[src/rtl/serial_conv_emu_pkg.sv]
package serial_conv_emu_pkg;

    // Events decoded from the sampled control pins in one clk cycle
    typedef struct packed {
        logic cs_fall;   // chip select went from high to low
        logic cs_high;   // chip select currently deasserted
        logic sclk_fall; // serial clock went from high to low
    } sce_evt_t;

endpackage

[src/rtl/sce_edge_det.sv]
module sce_edge_det #(
    parameter logic IDLE = 1'b1
) (
    input  logic clk,
    input  logic rst_n,
    input  logic din,
    output logic fall
);
    logic prev_d, prev_q;

    always_comb begin
        prev_d = din;
        fall   = prev_q & ~din;
    end

    always_ff @(posedge clk or negedge rst_n) begin
        if (!rst_n) prev_q <= IDLE;
        else        prev_q <= prev_d;
    end
endmodule

[src/rtl/sce_frame_ctl.sv]
module sce_frame_ctl
    import serial_conv_emu_pkg::*;
#(
    parameter int FRAME = 16,
    localparam int CW   = $clog2(FRAME)
) (
    input  logic          clk,
    input  logic          rst_n,
    input  sce_evt_t      evt,
    output logic          active,
    output logic [CW-1:0] pos
);
    typedef struct packed {
        logic          active;
        logic [CW-1:0] pos;
    } ctl_t;

    ctl_t st_d, st_q;

    always_comb begin
        st_d = st_q;
        if (evt.cs_high) begin
            st_d.active = 1'b0;
            st_d.pos    = '0;
        end else if (evt.cs_fall) begin
            st_d.active = 1'b1;
            st_d.pos    = '0;
        end else if (st_q.active && evt.sclk_fall) begin
            if (st_q.pos == CW'(FRAME - 1)) begin
                st_d.active = 1'b0;
                st_d.pos    = '0;
            end else begin
                st_d.pos = st_q.pos + 1'b1;
            end
        end
    end

    always_ff @(posedge clk or negedge rst_n) begin
        if (!rst_n) st_q <= '0;
        else        st_q <= st_d;
    end

    assign active = st_q.active;
    assign pos    = st_q.pos;
endmodule

[src/rtl/sce_out_shifter.sv]
module sce_out_shifter
    import serial_conv_emu_pkg::*;
#(
    parameter int RES        = 12,
    parameter int LEAD_ZEROS = 4,
    localparam int FRAME     = RES + LEAD_ZEROS
) (
    input  logic           clk,
    input  logic           rst_n,
    input  sce_evt_t       evt,
    input  logic           active,
    input  logic [RES-1:0] sample_in,
    output logic           msb
);
    logic [FRAME-1:0] sr_d, sr_q;

    always_comb begin
        sr_d = sr_q;
        if (evt.cs_fall && !evt.cs_high)
            sr_d = {{LEAD_ZEROS{1'b0}}, sample_in};
        else if (active && evt.sclk_fall)
            sr_d = {sr_q[FRAME-2:0], 1'b0};
    end

    always_ff @(posedge clk or negedge rst_n) begin
        if (!rst_n) sr_q <= '0;
        else        sr_q <= sr_d;
    end

    assign msb = sr_q[FRAME-1];
endmodule

[src/rtl/serial_conv_emu.sv]
module serial_conv_emu
    import serial_conv_emu_pkg::*;
#(
    parameter int RES        = 12,
    parameter int LEAD_ZEROS = 4,
    localparam int FRAME     = RES + LEAD_ZEROS,
    localparam int CW        = $clog2(FRAME)
) (
    input  logic           clk,
    input  logic           rst_n,
    input  logic           cs_n,
    input  logic           sclk,
    input  logic [RES-1:0] sample_in,
    output logic           sdata,
    output logic           sdata_oe
);
    localparam int NPINS = 2;

    logic [NPINS-1:0] pins;
    logic [NPINS-1:0] falls;
    sce_evt_t         evt;
    logic             active;
    logic [CW-1:0]    pos;
    logic             msb;

    assign pins = {sclk, cs_n};

    for (genvar g = 0; g < NPINS; g++) begin : g_edge
        sce_edge_det #(.IDLE(1'b1)) u_edge (
            .clk  (clk),
            .rst_n(rst_n),
            .din  (pins[g]),
            .fall (falls[g])
        );
    end

    always_comb begin
        evt.cs_fall   = falls[0];
        evt.cs_high   = cs_n;
        evt.sclk_fall = falls[1];
    end

    sce_frame_ctl #(.FRAME(FRAME)) u_ctl (
        .clk   (clk),
        .rst_n (rst_n),
        .evt   (evt),
        .active(active),
        .pos   (pos)
    );

    sce_out_shifter #(.RES(RES), .LEAD_ZEROS(LEAD_ZEROS)) u_shift (
        .clk      (clk),
        .rst_n    (rst_n),
        .evt      (evt),
        .active   (active),
        .sample_in(sample_in),
        .msb      (msb)
    );

    assign sdata_oe = active;
    assign sdata    = active & msb;
endmodule

[config.mk]
export PLATFORM = sky130hd
export DESIGN_NAME = serial_conv_emu
export DESIGN_NICKNAME = d
export VERILOG_FILES = /design/src/rtl/serial_conv_emu_pkg.sv /design/src/rtl/sce_edge_det.sv /design/src/rtl/sce_frame_ctl.sv /design/src/rtl/sce_out_shifter.sv /design/src/rtl/serial_conv_emu.sv
export SDC_FILE = /design/constraint.sdc
export NUM_CORES = 1
export LEC_CHECK = 0
export BUFFER_PORTS_ARGS = -buffer_cell sky130_fd_sc_hd__buf_2
export CELL_PAD_IN_SITES_DETAIL_PLACEMENT = 2
export CELL_PAD_IN_SITES_GLOBAL_PLACEMENT = 2
export CORE_ASPECT_RATIO = 0.6
export CORE_UTILIZATION = 35
export DETAILED_ROUTE_END_ITERATION = 10
export PLACE_DENSITY_LB_ADDON = 0.1
export REMOVE_ABC_BUFFERS = 1
export SLEW_MARGIN = 10
export SYNTH_ARGS = -nofsm -noshare
export SYNTH_HDL_FRONTEND = slang
export SYNTH_SLANG_ARGS = --single-unit
[constraint.sdc]
create_clock -name clk -period 2.6 [get_ports clk]
set_clock_uncertainty 0.05 [all_clocks]
set_input_delay 0.39 -clock clk [delete_from_list [all_inputs] [get_ports clk]]
set_output_delay 0.39 -clock clk [all_outputs]
set_load 0.01 [all_outputs]
==> summary.md, run 1 <==
| Metric | Value |
|---|---|
| Largest net degree at the start of global routing | 24 |
| Yosys synthesis warning count | 0 |
| PostCTS Resize Cnt | 0 |
| Final WS setup | 0.872 ns |
| Setup TNS | 0 ns |
| CTS tree | done |
| Crit path DAT | 1.84 ns |
| Multi-input logic area | 407 sq um |
| Period utilization | between 60% and 70% |
| Leakage | about 0.54 nW |
| Clock sink count | 23 |
| Crit end category | register |
| Total Routing Usage GR | 18.5% |
| Crit-path max FO | 17 |
| Core Area | 2630 sq um |
| Cell Area, Placed | 1120 sq um |
| Syn avg cell area | 9.12 sq um |
| CTS buffer count | 3 |
| Die area | 3140 sq um |
| Initial Util | 38.9% |
| Reg2reg start | g_edge[1].u_edge.prev_q |
| Root Buffer | clkbuf_8 |
| Ports | 18 |
| Max Buffers Root-to-Sink | 2 |
| Final hold vios | 0 |
| Post-Place Worst Slack | 0.870 ns |
| Area leader, netlist | dfrtp_1 |
| First-pass GRT wire length | 4.34 mm |
| Sequential share of the synthesized area | around 57% |
| Post-detail-place hpwl | 1.77 mm |
| GR Overflow Total | 0 |
| Routed wire per std cell | 15.9 um |
| RR Endpoint | u_ctl.pos[0] |
| Min-delay worst type | in2async |
| Synth area leaders | dfrtp_1 51%, nand2_1 13%, a31oi_1 6.7% |
| Share of the synthesized area in the top cell type | 51.5% |
| Synth Instances | 112 |
| Final Critical Period | 1.73 ns |
| H-tree level count | 1 |
| Maxcap violations | 0 |
| FP Rows | 14 |
| # hold bufs at CTS | 0 |
| Net count reported at finish | 146 |
| Startpoint types | register |
| Sequential Area | between 500 and 600 sq um |
| Slew margin rel. | 45.0% |
| Pre-antenna DRT Iters | 4 |
| #FFs+latches synth | 23 |
| Endpoints failing setup | 0 |
| VDD IR max | 0.301 mV |
| Required time of the critical path | 2.71 ns |
| Vias in the first global route | 894 |
| Power Dens Cells | 615 nW/um^2 |
| Starting DRT DRC Count | 23 |
| Mapped cell area | 1020 sq um |
| Die Span Y | between 40 and 50 um |
| Initial antenna violation count | 0 |
| Final ANT Viol Nets | 0 |
| RePlAce Congestion | 0.724 |
| N_diodes | 0 |
| R2R Setup Slk | 0.87 ns |
| Residual DRC | 0 |
| Total number of vias | approximately 840 |
| Clock-pin transition on the worst setup and hold timing paths | around 0.090 ns |
| Reg2Reg Depth | 3 |
| Fillers | 308 |
| Die width | just over 70 um |
| Worst-Skew Late Latency | 0.27 ns |
| Maximum clock rate | 579 MHz |
| Port Buffers | 17 |
| Share of layout cells above drive strength 1 | 18.8% |
| Synth-to-layout area growth | 14.3% |
| Design Power | 718 uW |
| RSZ-0062 raised after global routing | false |
| DRT Wirelength | 2.54 mm |
| DR vias/cell | 5.23 |
| Slew Limit Fails | 0 |
| Utilization after layout | 44.4% |
| Worst Tran Pin Value | 0.825 ns |
| Post-route design area | 1170 sq um |
| Setup CP Type | reg2reg |
| Status | completed |
| Postcts setup bufs | 0 |
| Cell variety after synth | 24 |
[cell type report]
class | count | share of cell area [%]
Multi-Input combinational cell | 82 | 34.8
Tap cell | 32 | 3.43
Clock buffer | 3 | 3.54
Inverter | 1 | 0.322
Sequential cell | 23 | 49.5
Clock inverter | 1 | 0.429
Timing Repair Buffer | 18 | 7.93
[cells in the mapped netlist]
master	number
buf_4	1
ha_1	1
nand2b_1	1
xor2_1	1
a311oi_1	1
nand3b_1	2
a31oi_1	11
a21oi_1	5
nor2b_1	1
mux2i_1	1
a211oi_1	1
buf_2	5
nand2_1	35
dfstp_2	2
nand4b_1	1
nor2_1	11
nor3_1	2
or3_1	1
and3b_1	1
and2_1	1
dfrtp_1	21
inv_1	1
nand3_1	4
o21ai_0	1
[cell families (layout without fill, tap and decap cells)]
| logic type | after synthesis | in the layout | share of synthesized area, % |
|---|---|---|---|
| AO/OA/AOI/OAI | 19 | 19 | 11.3 |
| XOR/XNOR | 1 | 1 | 0.858 |
| adder cells (fa/ha/maj) | 1 | 1 | 1.23 |
| buffers and inverters | 7 | 23 | 3.55 |
| flip-flops | 23 | 23 | 56.6 |
| multiplexers | 1 | 1 | 0.980 |
| AND/OR/NAND/NOR | 60 | 60 | 25.5 |
[worst max path at each step]
stage / startpoint / to / slack (ns) / depth (start not counted)
final: g_edge[1].u_edge.prev_q / u_ctl.pos[0] / 0.87 / 3
after global routing: g_edge[1].u_edge.prev_q / u_ctl.pos[0] / 0.77 / 3
after CTS: g_edge[1].u_edge.prev_q / u_ctl.pos[0] / 0.88 / 3
after detailed placement: sclk / u_ctl.pos[0] / 0.87 / 4
after global placement: sclk / u_ctl.pos[0] / 0.96 / 4
after floorplan: g_edge[1].u_edge.prev_q / u_ctl.pos[3] / 0.92 / 3
[state kept, by name, indices dropped and copies added, names as in the netlist]
| register | count |
|---|---|
| u_ctl.active | 1 |
| u_shift.sr_q | 16 |
| g_edge.u_edge.prev_q | 2 |
| u_ctl.pos | 4 |
[critical path: stages, from the launching register on]
cell,delay (ns)
dfstp_2,0.55
and3b_1,0.61
nand3b_1,0.16
a211oi_1,0.26
[cells in the final DEF (no fill, tap or decap), drive strengths merged]
master  instances
clkbuf          3
mux2i           1
nand3b          2
buf            18
ha              1
a31oi          11
nor2           11
xor2            1
nand2          35
nand2b          1
and2            1
or3             1
dfstp           2
nor3            2
nor2b           1
a311oi          1
o21ai           1
inv             1
dfrtp          21
nand3           4
clkinv          1
nand4b          1
a211oi          1
and3b           1
a21oi           5
[where the power goes]
group / internal (mW) / leakage, nW / switching (mW)
clock network: 0.107 / 0.0255 / 0.117
registers: 0.392 / 0.281 / 0.0212
logic: 0.0330 / 0.230 / 0.0477
[through the flow]
step                      hold slack [ns]  std cells
final                              0.0383        160
after global routing               0.0719        160
after CTS                          0.0580        160
after detailed placement            0.354        156
after global placement              0.351        156
after floorplan                    0.0444        106
[per-layer routing]
metal	track usage [%]	part of all wire [%]	up-vias
met5	0	0	-
met4	3.53	0.32	0
met3	4.88	2.2	2
met2	30.8	47	9
met1	24.8	50	418
li1	-	-	407
Note: power is estimated with default switching activity, not from simulation.
==> inputs of run 2 (changes only) <==
CORE_UTILIZATION = 32   (was 35)
clock period = 1.8 ns   (was 2.6 ns; I/O delays follow)
==> summary.md, run 2 (synthesized netlist as in run 1, its figures left out) <==
| Metric | Value |
|---|---|
| Root Buffer | clkbuf_8 |
| Maxcap violations | 0 |
| CTS buffer count | 3 |
| Residual DRC | 0 |
| Setup TNS | 0 ns |
| Crit end category | register |
| Worst-Skew Late Latency | 0.27 ns |
| Synth-to-layout area growth | 18.7% |
| Sw power | 276 uW |
| Cell depth of the worst setup path | 4 |
| Cell Area, Placed | 1160 sq um |
| Post-route design area | around 1200 sq um |
| DP Cell Count | roughly 170 |
| Setup CP Type | reg2reg |
| Hold Path End | g_edge[1].u_edge.prev_q |
| Die Span Y | 45.8 um |
| Final ANT Viol Nets | 0 |
| Crit path DAT | between 1 and 1.5 ns |
| Slew margin rel. | 64.7% |
| Design Power | between 1 and 1.5 mW |
| Min-delay worst type | in2reg |
| Top delay family on crit path | flip-flops |
| RR Endpoint | u_ctl.pos[1] |
| DR vias/cell | 4.87 |
| Crit path from | g_edge[1].u_edge.prev_q |
| Worst Tran Pin Value | 0.530 ns |
| Final Critical Period | 1.39 ns |
| Pre-antenna DRT Iters | 3 |
| Slew Limit Fails | 0 |
| Critical path cell sequence | and3b_1 > buf_4 > mux2i_1 > nor3_1 |
| Clock sink count | 23 |
| RSZ-0062 raised after global routing | false |
| Most frequent cells in the layout | 35 x nand2_1, 21 x dfrtp_1, 17 x buf_2 |
| Post-detail-place hpwl | ~1.8 mm |
| Share of layout cells above drive strength 1 | 20.5% |
| Max FFs per register | 16 |
| Status | completed |
| Total Routing Usage GR | 17.8% |
| Switch share | 26.3% |
| Leakage | 0.555 nW |
| Most common cell after layout, fill and taps aside | nand2_1 |
| Most flops, register | u_shift.sr_q |
| GR Overflow Total | 0 |
| Vias in the first global route | between 900 and 1,000 |
| H-tree level count | 1 |
| Required time of the critical path | 1.90 ns |
| RePlAce Congestion | 0.770 |
| Die area | about 3400 sq um |
| Port Buffers | 17 |
| Starting DRT DRC Count | 39 |
| DRT Wirelength | 2.59 mm |
| Routed wire per std cell | around 15 um |
| Initial Util | 34.6% |
| Net count reported at finish | 150 |
| Postcts setup bufs | 0 |
| Largest net degree at the start of global routing | 24 |
| Die width | approximately 75 um |
| Bufs and invs on worst path | 1 |
| Slowest cell on crit path | dfstp_2 |
| Core Area | 2950 sq um |
| R2R Setup Slk | 0.41 ns |
| # hold bufs at CTS | 1 |
| Sequential share of power | between 50% and 60% |
| PostCTS Resize Cnt | 0 |
| N_diodes | 0 |
| First-pass GRT wire length | around 4.4 mm |
| Clk pwr share | 31.6% |
| Period utilization | 77.1% |
| Reg2reg start | g_edge[1].u_edge.prev_q |
| FP Rows | 15 |
| Max Buffers Root-to-Sink | 2 |
| Power Dens Cells | 866 nW/um^2 |
| Final hold vios | 0 |
| Reg2Reg Depth | 4 |
| Hold Crit Depth | 1 |
| Total number of vias | 847 |
| Crit-path max FO | 17 |
| Initial antenna violation count | 0 |
| Ports | 18 |
| Int Power | 774 uW |
| Maximum clock rate | 720 MHz |
| Endpoints failing setup | 0 |
| Critical Path Max Stage Delay | ~0.55 ns |
| VDD IR max | 0.291 mV |
| CTS tree | done |
| Startpoint types | register |
| Combinational Power Share | 11.4% |
| Non-Filler Instances | 174 |
| Hold wc startpoint | sclk |
| Clock-pin transition on the worst setup and hold timing paths | 0.08 ns |
run 2: changes by cell type in the layout (fill, tap and decap cells not counted), sizes merged:
cell         previous run  this run
buf                    18        21
dlygate4sd3             0         1
run 2: how the worst max path moves through the flow:
| stage | to |
|---|---|
| after floorplan | u_ctl.pos[3] |
| after global placement | u_ctl.pos[3] |
| after detailed placement | u_ctl.pos[3] |
| after CTS | u_ctl.pos[1] |
| after global routing | u_ctl.pos[0] |
| final | u_ctl.pos[1] |
run 2: power by group through the flow:
| stage | sequential (mW) | combinational, mW | clock, mW |
|---|---|---|---|
| after floorplan | 0.598 | 0.0663 | 0 |
| after global placement | 0.604 | 0.114 | 0 |
| after detailed placement | 0.608 | 0.120 | 0 |
| after CTS | 0.598 | 0.124 | 0.346 |
| after global routing | 0.604 | 0.140 | 0.363 |
| final | 0.598 | 0.120 | 0.331 |
run 2: routing by layer:
layer | vias to the layer above | routed length [um] | GRT usage [%]
met5 | - | 0 | 0
met4 | 0 | 8 | 3.40
met3 | 2 | 80 | 4.65
met2 | 10 | 1230 | 30.8
met1 | 419 | 1270 | 23.0
li1 | 416 | - | -
run 2: area by class of cell:
cell class / instances / area [sq um]
tap: 42 / 52.6
multi-input combinational: 82 / 407
clock inverter: 1 / 5.00
fill: 344 / 1730
inverter: 1 / 3.75
clock buffer: 3 / 41.3
timing repair buffer: 22 / 125
sequential: 23 / 578
run 2: stage by stage:
step / util [%] / hold slack (ns) / setup slack [ns]
after detailed placement: 39.2 / 0.241 / 0.398
final: 41.1 / 0.0774 / 0.411
after global placement: 39.2 / 0.232 / 0.480
after global routing: 41.1 / 0.0696 / 0.328
after CTS: 41.1 / 0.0690 / 0.402
after floorplan: - / -0.0756 / 0.120
==> inputs of run 3 (changes only) <==
CORE_UTILIZATION = 29   (was 32)
clock period = 1.1 ns   (was 1.8 ns; I/O delays follow)
==> summary.md, run 3 (synthesized netlist as in run 1, its figures left out) <==
| Metric | Value |
|---|---|
| Total Routing Usage GR | about 17% |
| Net count reported at finish | around 160 |
| Clock-pin transition on the worst setup and hold timing paths | 0.08 ns |
| Final hold vios | 0 |
| Hold Path End | g_edge[1].u_edge.prev_q |
| RR Endpoint | u_ctl.pos[3] |
| Slew Limit Fails | 0 |
| Post-route design area | between 1000 and 1500 sq um |
| Initial antenna violation count | 0 |
| Hold Crit Depth | 2 |
| Residual DRC | 0 |
| Max Buffers Root-to-Sink | 2 |
| Min-delay worst type | in2reg |
| Total number of vias | just over 900 |
| Die area | 3770 sq um |
| Endpoints failing setup | 23 |
| Cell Area, Placed | 1240 sq um |
| Int Power | 1.31 mW |
| Multi-input logic area | 432 sq um |
| Sw power | 469 uW |
| Hold wc startpoint | sclk |
| Period utilization | 128% |
| Fillers | 357 |
| Startpoint types | register |
| Largest net degree at the start of global routing | 24 |
| Post-detail-place hpwl | 1.95 mm |
| RSZ-0062 raised after global routing | true |
| Clock sink count | 23 |
| Maxcap violations | 0 |
| Setup CP Type | reg2reg |
| Slew margin rel. | around 63% |
| Worst Tran Pin Value | 0.557 ns |
| Hold Worst Slack | about 0.083 ns |
| Final WS setup | -0.304 ns |
| Pre-antenna DRT Iters | 4 |
| DR vias/cell | 4.81 |
| Maximum clock rate | 712 MHz |
| Most frequent cells in the layout | 35 x nand2_1, 20 x dfrtp_1, 15 x buf_2 |
| Die Span Y | 48.0 um |
| Most common cell after layout, fill and taps aside | nand2_1 |
| Synth-to-layout area growth | 38.4% |
| Sequential Area | approximately 580 sq um |
| Leakage | between 0.6 and 0.7 nW |
| Crit end category | register |
| Share of layout cells above drive strength 1 | 32.9% |
| Vias in the first global route | 883 |
| Crit path DAT | 1.53 ns |
| First-pass GRT wire length | 4.64 mm |
| Required time of the critical path | 1.23 ns |
| Switch share | between 20% and 30% |
| Core Area | about 3300 sq um |
| Worst-Skew Late Latency | 0.27 ns |
| Power Dens Cells | 1260 nW/um^2 |
| Final ANT Viol Nets | 0 |
| Ports | 18 |
| Most flops, register | u_shift.sr_q |
| N_diodes | 0 |
| DRT Wirelength | 3.20 mm |
| CTS tree | done |
| Max FFs per register | 16 |
| Crit-path max FO | 3 |
| Setup TNS | -4.73 ns |
| FP Rows | 16 |
| Initial Util | 30.9% |
| Combinational Power Share | 14.8% |
| CTS buffer count | 3 |
| Sequential share of power | between 50% and 60% |
| Failing checks | setup timing |
| Reg2reg start | g_edge[1].u_edge.prev_q |
| GR Overflow Total | 0 |
| Root Buffer | clkbuf_8 |
| R2R Setup Slk | -0.30 ns |
| VDD IR max | roughly 0.53 mV |
| Reg2Reg Depth | 3 |
| Starting DRT DRC Count | 24 |
| Port Buffers | 17 |
| Clk pwr share | ~30% |
| Die width | 78.6 um |
| Final Critical Period | 1.40 ns |
| Status | complete, but fails checks |
| H-tree level count | 1 |
| RePlAce Congestion | just under 0.8 |
| Routed wire per std cell | 16.7 um |
[run 3: changes by cell type in the layout (fill, tap and decap cells not counted), moves of 2 or more]
| cell | previous run | this run |
|---|---|---|
| buf_4 | 4 | 12 |
| buf_6 | 0 | 5 |
| a21oi_1 | 5 | 3 |
| a21oi_2 | 0 | 2 |
| buf_12 | 0 | 2 |
| buf_2 | 17 | 15 |
[run 3: worst max-delay path, stage by stage, from the launching register on]
cell      delay, ns
dfstp_2        0.54
nand3b_1       0.14
or3_1          0.37
a311oi_2       0.21
[run 3: repair_timing]
item | CTS | global route
hold buffers | 1 | 0
endpoints found under the hold margin | 21 | 0
endpoints found under the setup margin | 23 | 23
pin swaps | 2 | 10
cloned | 1 | 1
gates resized for setup | 6 | 8
buffers inserted | 2 | 2
[run 3: layer usage]
metal | GRT usage [%] | vias up | wire length [um]
met3 | 4.00 | 4 | 71
met1 | 24.6 | 458 | 1620
li1 | - | 447 | -
met5 | 0 | - | 0
met2 | 26.4 | 9 | 1480
met4 | 4.44 | 0 | 23
[run 3: power groups by stage]
stage          clock [mW]  combinational [mW]  sequential [mW]
2_1_floorplan           0               0.108            0.979
3_3_place_gp            0               0.216            0.986
3_5_place_dp            0               0.232            0.990
4_1_cts             0.558               0.245            0.973
5_1_grt             0.584               0.296            0.984
6_report            0.542               0.264            0.976
[run 3: final cells by class]
type | instances | area share [%]
timing repair buffer | 36 | 21.0
clock buffer | 4 | 3.19
multi-input combinational | 82 | 30.6
tap | 45 | 3.99
sequential | 23 | 41.0
inverter | 1 | 0.266
[run 3: worst max-delay path by stage]
stage                       startpoint            to  slack [ns]  depth (start not counted)
2_1_floorplan  g_edge[1].u_edge.prev_q  u_ctl.pos[3]       -0.58                          3
5_1_grt        g_edge[1].u_edge.prev_q  u_ctl.pos[3]       -0.41                          3
4_1_cts        g_edge[1].u_edge.prev_q  u_ctl.pos[3]       -0.27                          3
3_5_place_dp   g_edge[1].u_edge.prev_q  u_ctl.pos[3]       -0.31                          3
6_report       g_edge[1].u_edge.prev_q  u_ctl.pos[3]       -0.30                          3
3_3_place_gp   g_edge[1].u_edge.prev_q  u_ctl.pos[3]       -0.23                          3
[run 3: per-stage QoR]
step,instances,power [mW],setup slack (ns),utilization (%)
finish,191,1.78,-0.304,42.8
global route,191,1.86,-0.410,42.8
CTS,188,1.78,-0.270,40.5
detailed placement,180,1.22,-0.306,37.7
global placement,180,1.20,-0.225,37.7
floorplan,106,1.09,-0.580,-
